### src/rtl/dil_pkg.sv
package dil_pkg;

  localparam int MAX_PEN = 4;
  localparam int PEN_W   = $clog2(MAX_PEN + 1);
  localparam int AGE_W   = $clog2(MAX_PEN + 2);
  localparam int KIND_W  = 3;
  localparam int USE_W   = 2;

  typedef enum logic [KIND_W-1:0] {
    WR_NONE    = 3'd0,
    WR_D_ACC   = 3'd1,
    WR_D_SYS   = 3'd2,
    WR_D_SEQ   = 3'd3,
    WR_D_MMR   = 3'd4,
    WR_PA_DREG = 3'd5,
    WR_PA_MEM  = 3'd6
  } wr_kind_e;

  typedef enum logic [USE_W-1:0] {
    USE_OTHER = 2'd0,
    USE_ALU   = 2'd1,
    USE_MUL   = 2'd2,
    USE_VIDEO = 2'd3
  } use_kind_e;

  // Penalty owed by a consumer of kind u reading a register set by producer kind w.
  function automatic logic [PEN_W-1:0] pair_penalty(wr_kind_e w, use_kind_e u);
    logic [PEN_W-1:0] p;
    p = '0;
    case (w)
      WR_D_ACC:   p = (u == USE_VIDEO) ? PEN_W'(1) : '0;
      WR_D_SYS:   p = (u == USE_MUL || u == USE_VIDEO) ? PEN_W'(1) : '0;
      WR_D_SEQ,
      WR_D_MMR:   p = (u == USE_ALU) ? PEN_W'(1) : '0;
      WR_PA_DREG: p = PEN_W'(4);
      WR_PA_MEM:  p = PEN_W'(3);
      default:    p = '0;
    endcase
    return p;
  endfunction

endpackage

### src/rtl/dil_rst_sync.sv
module dil_rst_sync (
  input  logic clk,
  input  logic arst_n,
  output logic rst_n_o
);

  logic [1:0] sync_q;

  always_ff @(posedge clk or negedge arst_n) begin
    if (!arst_n) sync_q <= 2'b00;
    else         sync_q <= {sync_q[0], 1'b1};
  end

  assign rst_n_o = sync_q[1];

endmodule

### src/rtl/dil_history.sv
module dil_history
  import dil_pkg::*;
#(
  parameter int HIST  = 4,
  parameter int REG_W = 5
) (
  input  logic                          clk,
  input  logic                          rst_n,
  input  logic                          clr,
  input  logic                          push,
  input  logic [KIND_W-1:0]             push_kind,
  input  logic [REG_W-1:0]              push_dst,
  output logic [HIST-1:0]               ent_vld,
  output logic [HIST-1:0][KIND_W-1:0]   ent_kind,
  output logic [HIST-1:0][REG_W-1:0]    ent_dst,
  output logic [HIST-1:0][AGE_W-1:0]    ent_age
);

  localparam logic [AGE_W-1:0] AGE_SAT = '1;

  logic [HIST-1:0]             vld_q,  vld_d;
  logic [HIST-1:0][KIND_W-1:0] kind_q, kind_d;
  logic [HIST-1:0][REG_W-1:0]  dst_q,  dst_d;
  logic [HIST-1:0][AGE_W-1:0]  age_q,  age_d, aged;
  logic                        upd_en;

  // Every cycle counts as one step of separation; saturate so old entries stay harmless.
  always_comb begin
    for (int i = 0; i < HIST; i++) begin
      aged[i] = (age_q[i] == AGE_SAT) ? age_q[i] : age_q[i] + AGE_W'(1);
    end
  end

  always_comb begin
    vld_d  = vld_q;
    kind_d = kind_q;
    dst_d  = dst_q;
    age_d  = aged;
    if (clr) begin
      vld_d = '0;
    end else if (push) begin
      vld_d  = {vld_q[HIST-2:0], 1'b1};
      kind_d = {kind_q[HIST-2:0], push_kind};
      dst_d  = {dst_q[HIST-2:0], push_dst};
      age_d  = {aged[HIST-2:0], AGE_W'(0)};
    end
  end

  assign upd_en = clr | push | (|vld_q);

  always_ff @(posedge clk or negedge rst_n) begin
    if (!rst_n) begin
      vld_q  <= '0;
      kind_q <= '0;
      dst_q  <= '0;
      age_q  <= '0;
    end else if (upd_en) begin
      vld_q  <= vld_d;
      kind_q <= kind_d;
      dst_q  <= dst_d;
      age_q  <= age_d;
    end
  end

  assign ent_vld  = vld_q;
  assign ent_kind = kind_q;
  assign ent_dst  = dst_q;
  assign ent_age  = age_q;

  AST_PUSH_STARTS_FRESH: assert property (@(posedge clk) disable iff (!rst_n)
    (push && !clr) |=> (ent_vld[0] && ent_age[0] == '0));

  AST_CLEAR_EMPTIES: assert property (@(posedge clk) disable iff (!rst_n)
    clr |=> (ent_vld == '0));

endmodule

### src/rtl/dil_scan.sv
module dil_scan
  import dil_pkg::*;
#(
  parameter int HIST  = 4,
  parameter int REG_W = 5,
  parameter int NSRC  = 3
) (
  input  logic [HIST-1:0]             ent_vld,
  input  logic [HIST-1:0][KIND_W-1:0] ent_kind,
  input  logic [HIST-1:0][REG_W-1:0]  ent_dst,
  input  logic [HIST-1:0][AGE_W-1:0]  ent_age,
  input  logic [USE_W-1:0]            use_kind,
  input  logic [NSRC-1:0]             src_vld,
  input  logic [NSRC*REG_W-1:0]       src_id,
  output logic [PEN_W-1:0]            need
);

  logic [HIST-1:0][PEN_W-1:0] rem;

  for (genvar i = 0; i < HIST; i++) begin : g_ent
    logic             hit;
    logic [PEN_W-1:0] pen;
    always_comb begin
      hit = 1'b0;
      for (int j = 0; j < NSRC; j++) begin
        if (src_vld[j] && src_id[j*REG_W +: REG_W] == ent_dst[i]) hit = 1'b1;
      end
      pen = pair_penalty(wr_kind_e'(ent_kind[i]), use_kind_e'(use_kind));
      if (ent_vld[i] && hit && (int'(pen) > int'(ent_age[i])))
        rem[i] = PEN_W'(int'(pen) - int'(ent_age[i]));
      else
        rem[i] = '0;
    end
  end

  always_comb begin
    need = '0;
    for (int i = 0; i < HIST; i++) begin
      if (rem[i] > need) need = rem[i];
    end
  end

endmodule

### src/rtl/dep_interlock.sv
module dep_interlock
  import dil_pkg::*;
#(
  parameter int HIST  = 4,
  parameter int REG_W = 5,
  parameter int NSRC  = 3
) (
  input  logic                    clk,
  input  logic                    rst_n,
  input  logic                    flush,
  input  logic                    in_valid,
  input  logic [2:0]              in_wr_kind,
  input  logic [REG_W-1:0]        in_dst,
  input  logic [1:0]              in_use_kind,
  input  logic [NSRC-1:0]         in_src_vld,
  input  logic [NSRC*REG_W-1:0]   in_src_id,
  output logic                    hold,
  output logic [2:0]              stall_cnt
);

  logic                        srst_n;
  logic                        push;
  logic [PEN_W-1:0]            need;
  logic [HIST-1:0]             h_vld;
  logic [HIST-1:0][KIND_W-1:0] h_kind;
  logic [HIST-1:0][REG_W-1:0]  h_dst;
  logic [HIST-1:0][AGE_W-1:0]  h_age;

  dil_rst_sync u_rst (
    .clk     (clk),
    .arst_n  (rst_n),
    .rst_n_o (srst_n)
  );

  dil_history #(.HIST(HIST), .REG_W(REG_W)) u_hist (
    .clk       (clk),
    .rst_n     (srst_n),
    .clr       (flush),
    .push      (push),
    .push_kind (in_wr_kind),
    .push_dst  (in_dst),
    .ent_vld   (h_vld),
    .ent_kind  (h_kind),
    .ent_dst   (h_dst),
    .ent_age   (h_age)
  );

  dil_scan #(.HIST(HIST), .REG_W(REG_W), .NSRC(NSRC)) u_scan (
    .ent_vld  (h_vld),
    .ent_kind (h_kind),
    .ent_dst  (h_dst),
    .ent_age  (h_age),
    .use_kind (in_use_kind),
    .src_vld  (in_src_vld),
    .src_id   (in_src_id),
    .need     (need)
  );

  // A flushed instruction neither waits nor enters the history.
  always_comb begin
    hold      = in_valid && !flush && (need != '0);
    stall_cnt = (in_valid && !flush) ? 3'(need) : 3'd0;
    push      = in_valid && !flush && !hold && (in_wr_kind != WR_NONE);
  end

  AST_HOLD_NEEDS_INSN: assert property (@(posedge clk) disable iff (!srst_n)
    hold |-> (in_valid && !flush));

  AST_STALL_BOUND: assert property (@(posedge clk) disable iff (!srst_n)
    stall_cnt <= 3'(MAX_PEN));

  AST_COUNTDOWN: assert property (@(posedge clk) disable iff (!srst_n)
    hold |=> (!in_valid || flush || !$stable(in_src_id) || !$stable(in_src_vld) ||
              !$stable(in_use_kind) || stall_cnt == 3'($past(stall_cnt) - 3'd1)));

  AST_FLUSH_FORGETS: assert property (@(posedge clk) disable iff (!srst_n)
    flush |=> (stall_cnt == 3'd0));

endmodule

### config.mk
export PLATFORM = sky130hd
export DESIGN_NAME = dep_interlock
export DESIGN_NICKNAME = d
export VERILOG_FILES = /design/src/rtl/dil_pkg.sv /design/src/rtl/dil_rst_sync.sv /design/src/rtl/dil_history.sv /design/src/rtl/dil_scan.sv /design/src/rtl/dep_interlock.sv
export SDC_FILE = /design/constraint.sdc
export NUM_CORES = 1
export LEC_CHECK = 0
export ABC_AREA = 1
export BUFFER_PORTS_ARGS = -buffer_cell sky130_fd_sc_hd__buf_4
export CAP_MARGIN = 20
export CELL_PAD_IN_SITES_DETAIL_PLACEMENT = 2
export CELL_PAD_IN_SITES_GLOBAL_PLACEMENT = 2
export CORE_MARGIN = 2
export CORE_UTILIZATION = 34
export CTS_BUF_LIST = sky130_fd_sc_hd__clkbuf_8 sky130_fd_sc_hd__clkbuf_16
export CTS_CLUSTER_DIAMETER = 60
export DETAILED_ROUTE_END_ITERATION = 6
export GPL_TIMING_DRIVEN = 0
export PLACE_DENSITY = 0.8
export SLEW_MARGIN = 30
export SYNTH_ARGS = -nofsm -noshare
export SYNTH_HDL_FRONTEND = slang
export SYNTH_SLANG_ARGS = --single-unit
### constraint.sdc
create_clock -name clk -period 10.3 [get_ports clk]
set_clock_uncertainty 0.15 [all_clocks]
set_input_delay 2.06 -clock clk [delete_from_list [all_inputs] [get_ports clk]]
set_output_delay 2.06 -clock clk [all_outputs]
set_load 0.01 [all_outputs]
==> results.sh <==
export IMPL_hp_class="flop to async pin"
export IMPL_start_kind="primary input"
export IMPL_cpMostUsedCell="nand2_1"
export IMPL_layoutNonFillerInstCount=880
export IMPL_critPathSlowestCell="nor3_2"
export IMPL_clock_fmax_mhz=100
export IMPL_cellPowerDensity_mw_per_mm2=278
export IMPL_cts_buffers=5
export IMPL_post_route_util_pct=41.1
export IMPL_cts_sinks=50
export IMPL_period_needed_ps=9950
export IMPL_grt_pass1_wl_mm=28.1
export IMPL_dp_cells=864
export IMPL_clockRootBuffer="clkbuf_16"
export IMPL_rows=41
export IMPL_p_leak_nw=2.66
export IMPL_outcome="finished clean"
export IMPL_fp_dieArea_mm2=0.0137
export IMPL_required_ps=8090
export IMPL_slowest_delay_ps=340
export IMPL_grt_pass1_vias=5275
export IMPL_final_antenna_net_count=0
export IMPL_insertion_delay_ps=300
export IMPL_dr_pass1_iters=4
export IMPL_grt_max_degree=30
export IMPL_final_common_cell="nand2_1"
export IMPL_path_clk_slew_ps=70
export IMPL_hpwl_mm=13.9
export IMPL_syn_area_per_cell_um2=6.65
export IMPL_antenna_found_initial=0
export IMPL_gp_congestion=0.912
export IMPL_initial_utilization_pct=34.7
export IMPL_worstPathArrival_ps=7740
export IMPL_synthesis_instances=656
export IMPL_track_usage_pct=26.8
export IMPL_io_pins=36
export IMPL_drt_vias_per_instance=5.36
export IMPL_crit_type="primary input to output pin"
export IMPL_ys_types=38
export IMPL_end_kind="output pin"
export IMPL_ys_seq_area_share_pct=28.7
export IMPL_syn_to_final_growth_pct=18.6
export IMPL_crit_fanout=7
export IMPL_period_share_pct=96.6
export IMPL_drv_slew=0
export IMPL_nNetsFinal=768
export IMPL_die_h_um=117
export IMPL_ir_drop_mv=0.108
export IMPL_syn_area_mm2=0.00436
export IMPL_yosys_warnings=0
export IMPL_die_w_um=117
export IMPL_synth_ff_latch_count=50
export IMPL_grt_overflow_total=0
export IMPL_hold_violations=0
export IMPL_routedWlPerCell_um=20.1
export IMPL_drtIter0Drc=185
export IMPL_cts_tree="built"
export IMPL_maxCapViolations=0
export IMPL_core_area_mm2=0.0126
export IMPL_worstMarginPinSlew_ps=816
export IMPL_wl_mm=17.7
export IMPL_portBuffers=35
export IMPL_mostFrequentLayoutCells="205 x nand2_1, 64 x inv_1, 55 x nor2_1"
export IMPL_syn_nets=717
export IMPL_drive_gt1_share_pct=17.9
export IMPL_setup_viol=0
export IMPL_cts_max_level=2
export IMPL_max_slew_margin_pct=45.2
export IMPL_ctsHoldBuffers=0
export IMPL_antenna_cells=0
export IMPL_drc=0
export IMPL_cts_max_path_buffers=2
export IMPL_vias=4713
registers in the layout, indices dropped and copies added, names as in the netlist:
register / flops
u_hist.ent_vld: 4
u_hist.ent_kind: 12
u_rst.sync_q: 2
u_hist.ent_age: 12
u_hist.ent_dst: 20
metrics by stage:
| step | power (mW) | setup WS [ps] | hold WS [ps] | instance area [um2] | setup TNS [ps] |
|---|---|---|---|---|---|
| after floorplan | 0.917 | 1360 | 181 | 4360 | 0 |
| after global placement | 1.15 | -44.8 | 186 | 4840 | -44.8 |
| after detailed placement | 1.21 | -333 | 84.8 | 4860 | -333 |
| after CTS | 1.41 | 45.2 | 89.7 | 5040 | 0 |
| after global routing | 1.57 | -76.1 | 97.0 | 5170 | -76.1 |
| final | 1.44 | 346 | 78.2 | 5170 | 0 |
what timing repair did:
item,4_1_cts,5_1_grt
pin swaps,0,7
endpoints found under the setup margin,1,4
buffers inserted,0,8
resized for setup,6,14
cell usage after synthesis (all sizes together):
library cell / n / share of area, %
o22ai: 15 / 2.2
ha: 25 / 7.2
o211ai: 3 / 0.52
or2: 5 / 0.72
buf: 10 / 2.1
xnor2: 1 / 0.20
nor3: 15 / 1.8
a21oi: 29 / 3.4
dfrtp: 50 / 29
nand2: 209 / 18
fa: 4 / 1.8
conb: 1 / 0.086
xor2: 9 / 1.8
inv: 92 / 7.9
clkinv: 1 / 0.086
nand4: 33 / 5.1
nand3: 35 / 5.4
nor4: 5 / 0.72
a221oi: 1 / 0.20
clkbuf: 3 / 0.26
nor3b: 1 / 0.29
a31oi: 5 / 1.0
nor2: 56 / 4.9
o21ai: 47 / 5.4
and3: 1 / 0.14
cell families after synthesis:
logic type / synth area share [%]
and+or+nand+nor: 37.2
adders and majority gates: 9.01
other: 0.0860
DFF: 28.7
AOI/OAI and AO/OA: 12.7
xor gates and xnor gates: 2.01
buffers and inverters: 10.3
power breakdown:
group	internal [mW]	switching (mW)	leakage, nW
clock	0.0978	0.0797	0.0735
sequential	0.284	0.133	0.618
combinational	0.294	0.548	1.97
total	0.676	0.761	2.66
worst max-delay path, delay by kind of cell:
family | cells | cell delay, ps
buffers and inverters | 10 | 980
AO/OA/AOI/OAI | 6 | 750
AND/OR/NAND/NOR | 22 | 2780
adder cells (fa/ha/maj) | 4 | 1140
metal layers:
| layer | vias to the layer above | wire length (um) | GRT usage (%) |
|---|---|---|---|
| met2 | 75 | 8800 | 46.0 |
| met3 | 25 | 515 | 3.04 |
| met5 | - | 0 | 0 |
| met4 | 0 | 597 | 10.9 |
| met1 | 2355 | 7750 | 34.4 |
| li1 | 2258 | - | - |
path summary, 6_finish.rpt:
kind                                     from                  to  slack, ps  cells after the start
min in group clk              u_rst.sync_q[0]     u_rst.sync_q[1]        220                      0
hold reg to reg               u_rst.sync_q[1]  u_hist.ent_kind[8]         80                      0
max in group asynchronous               rst_n     u_rst.sync_q[1]       8520                      1
setup reg to reg           u_hist.ent_kind[5]  u_hist.ent_dst[19]       3660                     40
hold / removal                u_rst.sync_q[1]  u_hist.ent_kind[8]         80                      0
setup / recovery               in_use_kind[1]                hold        350                     42
layout make-up:
cell class | instances | area, um2
Clock inverter | 2 | 16.3
Inverter | 93 | 353
Fill cell | 1589 | 7400
Timing Repair Buffer | 44 | 343
Multi-Input combinational cell | 500 | 2750
Clock buffer | 6 | 139
Buffer | 13 | 101
Tap cell | 172 | 215
Sequential cell | 50 | 1250
Note: power is estimated with default switching activity, not from simulation.
